## src/rtl/modwt_encoder.sv

```systemverilog
module modwt_encoder #(
  parameter int DATA_W  = 5,
  parameter bit OUT_REG = 1'b1,
  localparam int CHK_W  = $clog2(DATA_W + 1)
) (
  input  logic              clk,
  input  logic              rst_n,
  input  logic [DATA_W-1:0] data_i,
  input  logic [DATA_W-1:0] mask_i,
  output logic [CHK_W-1:0]  chk_o
);

  logic [CHK_W-1:0] ones;
  logic             corr;
  logic [CHK_W-1:0] code;

  always_comb begin
    ones = '0;
    for (int i = 0; i < DATA_W; i++) ones = ones + CHK_W'(data_i[i]);
  end

  assign corr = ^(data_i & mask_i);
  assign code = {corr, ones[CHK_W-2:0]};

  generate
    if (OUT_REG) begin : g_reg
      always_ff @(posedge clk or negedge rst_n) begin
        if (!rst_n) chk_o <= '0;
        else        chk_o <= code;
      end
    end else begin : g_comb
      assign chk_o = code;
    end
  endgenerate

endmodule

```

## config.mk

```make
export PLATFORM = sky130hd
export DESIGN_NAME = modwt_encoder
export DESIGN_NICKNAME = d
export VERILOG_FILES = /design/src/rtl/modwt_encoder.sv
export SDC_FILE = /design/constraint.sdc
export NUM_CORES = 1
export LEC_CHECK = 0
export CAP_MARGIN = 15
export CORE_AREA = 2 2 39 41
export CTS_BUF_LIST = sky130_fd_sc_hd__clkbuf_16
export CTS_CLUSTER_DIAMETER = 100
export DETAILED_ROUTE_END_ITERATION = 10
export DIE_AREA = 0 0 41 43
export PLACE_DENSITY = 0.43
export SLEW_MARGIN = 10
export SYNTH_ARGS = -nofsm -noshare
export SYNTH_HDL_FRONTEND = slang
export SYNTH_SLANG_ARGS = --single-unit
```

## constraint.sdc

```tcl
create_clock -name clk -period 1.23 [get_ports clk]
set_clock_uncertainty 0.2 [all_clocks]
set_input_delay 0.3075 -clock clk [delete_from_list [all_inputs] [get_ports clk]]
set_output_delay 0.3075 -clock clk [all_outputs]
set_load 0.05 [all_outputs]
```

## Yosys cells after proc, flatten, opt, wreduce, memory -nomap -nowiden

Cells that the tools add are included.

- Logic and storage cells: 7
- Register bits after elaboration: 3

- Add/subtract/negate cells: 4
- Reductions and logical operators: 1
- Bitwise logic cells: 1

Operators by type and width:

| cell | number |
|---|---|
| 2-bit by 1-bit adder with 2-bit output | 3 |
| 5-bit bitwise AND | 1 |
| 5-bit parity | 1 |
| 1-bit by 1-bit adder with 2-bit output | 1 |

## Depth between registers and ports, before layout

- Depth after elaboration: 4
- Depth in mapped cells: 3

## Worst setup path after synthesis

Ideal clock, no wire load.

- Kind: input to register
- From: in data_i[0]
- To: reg chk_o[1]
- Buffers on the path: 0
- Data arrival time: 1.320 ns
- Stages: 3
- Slack: -0.412 ns
- Library setup time: 0.122 ns
- Path through: fa_1 > fa_1 > xor2_1

- Word-level cells in the longest chain between the ends: 4

RTL lines:

| what | line | RTL |
|---|---|---|
| start, declared | 8 | `input logic [DATA_W-1:0] data_i,` |
| 1-bit by 1-bit adder with 2-bit output | 19 | `for (int i = 0; i < DATA_W; i++) ones = ones + CHK_W'(data_i[i]);` |
| 2-bit by 1-bit adder with 2-bit output (3 in a row) | 19 |  |
| net ones[1] | 13 | `logic [CHK_W-1:0] ones;` |
| end signal, assigned | 29 | `else chk_o <= code;` |
| end, declared | 10 | `output logic [CHK_W-1:0] chk_o` |

The timed path passes the listed nets, and every way through them passes these cells.

## Worst setup path in the final report

- From: in data_i[1]
- To: reg chk_o[0]

Same word-level chain as after synthesis.

==> qor.csv <==
stage,metric,value,unit
place,pre_cts_slack,-883.7,ps
cts,clock-sinks,3,
synth,syn-instance-count,14,
finish,largest_reg_flops,3,
floorplanning,start_util,13.20,%
timing,fin_crit,1502,ps
finish,most-common-layout-cells,"nand2_1, dlygate4sd2_1",
finish,n_fill_cell,139,
synth,synth_fp_nets,28,
place,globalplace.congestion,0.7000,
detailed_routing,drt-total-wl,501,um
status,status,finished with violations,
timing,maxSlewViolCount,0,
synth,ys_ff_latch,3,
cts,cts-root-buf,clkbuf_16,
cts,cts_buffers,3,
power_and_ir_drop,power-per-cell-area,1996,nW/um^2
place,portBuffers,14,
critical_path,arrival,1390,ps
floorplanning,placeableCoreArea,1384,um^2
floorplanning,ios,15,
timing,setup_tns,-655.7,ps
floorplanning,dieArea,1763,um^2
finish,drive_gt1_share,36.36,%
finish,reg.largest.list,chk_o (3),
global_routing,grt_pass1_vias,204,
timing,setup_ws,-271.7,ps
floorplanning,rows,14,
detailed_routing,viasPerCell,3.469,
timing,relSlewSlack,90.63,%
detailed_routing,routedWlPerCell,10.22,um
critical_path,crit_required,1120,ps
timing,fmax,0.6659,GHz
timing,tightest_slew,139.8,ps
worst_hold_path,hold_path_class,in2async,
cts,cts_tree,done,
timing,period_share,122.1,%
synth,ys.warnings.count,0,
critical_path,critPathMaxFanout,2,
power_and_ir_drop,vdd_drop_max,588.9,uV
critical_path,start_kind,input port,
finish,top_register,chk_o,
finish,area_growth,152.1,%
detailed_routing,drc,0,
status,violations,negative setup slack,
power_and_ir_drop,leakage,0.2221,nW
global_routing,grt_max_degree,4,
detailed_routing,first_iter_violations,4,
synth,syn_area_per_cell,13.05,um^2
cts,path_clk_slew,30,ps
detailed_routing,via_count,170,
global_routing,grt.total_usage,8.081,%
timing,finalSetupViolCount,5,
cts,clock_path_buffers,2,
finish,n_antenna_cell,0,
floorplanning,dieHeight,43,um
global_routing,antenna_found_initial,0,
timing,rsz0062_at_grt,yes,
critical_path,critPathLaunch,data_i[1],
critical_path,crit_end,chk_o[0],
cts,cts_hold_buf,0,
finish,design.final.nets,48,
synth,yosysSeqAreaShare,41.10,%
floorplanning,die_x,41,um
timing,hold_viol,0,
global_routing,grt_pass1_wl,786,um
synth,synth_area,182.7,um^2
global_routing,globalRouteOverflowTotal,0,
synth,synth_cell_type_count,6,
cts,cts_max_level,1,
flow_run,max-cap-violations,0,
critical_path,endpoint_kind,flip-flop,
detailed_routing,drtAntennaViolNets,0,
critical_path,criticalPathCategory,in2reg,
detailed_routing,drt_pass1_iterations,4,
-- power by group --
group / internal (mW) / total, mW / leakage (nW) / switching, mW
clock network: 0.419 / 0.504 / 0.0423 / 0.0855
logic: 0.146 / 0.272 / 0.145 / 0.126
registers: 0.123 / 0.143 / 0.0350 / 0.0200
-- worst max-delay path: stages --
cell and delay [ps]:
buf_6 100, fa_1 550, fa_2 440
-- what timing repair did --
| item | CTS | global route |
|---|---|---|
| gates cloned | 0 | 0 |
| pin swaps | 6 | 2 |
| setup buffers | 1 | 0 |
| setup endpoints to repair | 6 | 5 |
| gates resized for setup | 20 | 0 |
-- area by class of cell --
type | count | area, um^2 | share of cell area (%)
Tap cell | 16 | 20.02 | 4.348
Multi-Input combinational cell | 11 | 117.6 | 25.54
Timing Repair Buffer | 15 | 168.9 | 36.68
Sequential cell | 3 | 75.07 | 16.30
Clock inverter | 1 | 3.754 | 0.8152
Clock buffer | 3 | 75.07 | 16.30
-- synthesized netlist by cell type, drive strengths merged --
| cell type | count | area (um^2) |
|---|---|---|
| nand2 | 5 | 18.77 |
| dfrtp | 3 | 75.07 |
| fa | 2 | 40.04 |
| xnor2 | 2 | 17.52 |
| xnor3 | 1 | 22.52 |
| xor2 | 1 | 8.760 |
-- per-layer routing --
metal	global-route usage [%]	part of all wire [%]	vias to the layer above
met1	6.230	31	81
met5	0	0	-
met4	10.00	2.0	0
met2	10.63	58	7
met3	6.283	9.0	2
li1	-	-	80
-- cells by family after synthesis --
group | share of synthesized area, %
simple gates | 10.28
xor+xnor | 26.71
flops | 41.09
fa+ha+maj | 21.92
-- worst min path at each step --
stage / slack [ps] / end / cells after the start / from
5_1_grt: 70 / chk_o[0] / 1 / rst_n
6_report: 70 / chk_o[0] / 1 / rst_n
3_3_place_gp: 300 / chk_o[0] / 1 / rst_n
3_5_place_dp: 300 / chk_o[0] / 1 / rst_n
2_1_floorplan: -190 / chk_o[0] / 0 / rst_n
4_1_cts: 60 / chk_o[0] / 1 / rst_n
-- through the flow --
stage                     utilization, %  cell area [um^2]  power [mW]  hold slack [ps]  cells
after floorplan                        -             185.2      0.2558           -188.1     14
after global routing               33.27             460.4      0.9722            65.01     49
after global placement             27.12             375.4      0.4189            299.7     44
after CTS                          33.27             460.4      0.9375            63.16     49
after detailed placement           27.12             375.4      0.4183            297.1     44
final                              33.27             460.4      0.9191            66.36     49
No activity file was read; power rests on OpenSTA's default activity.
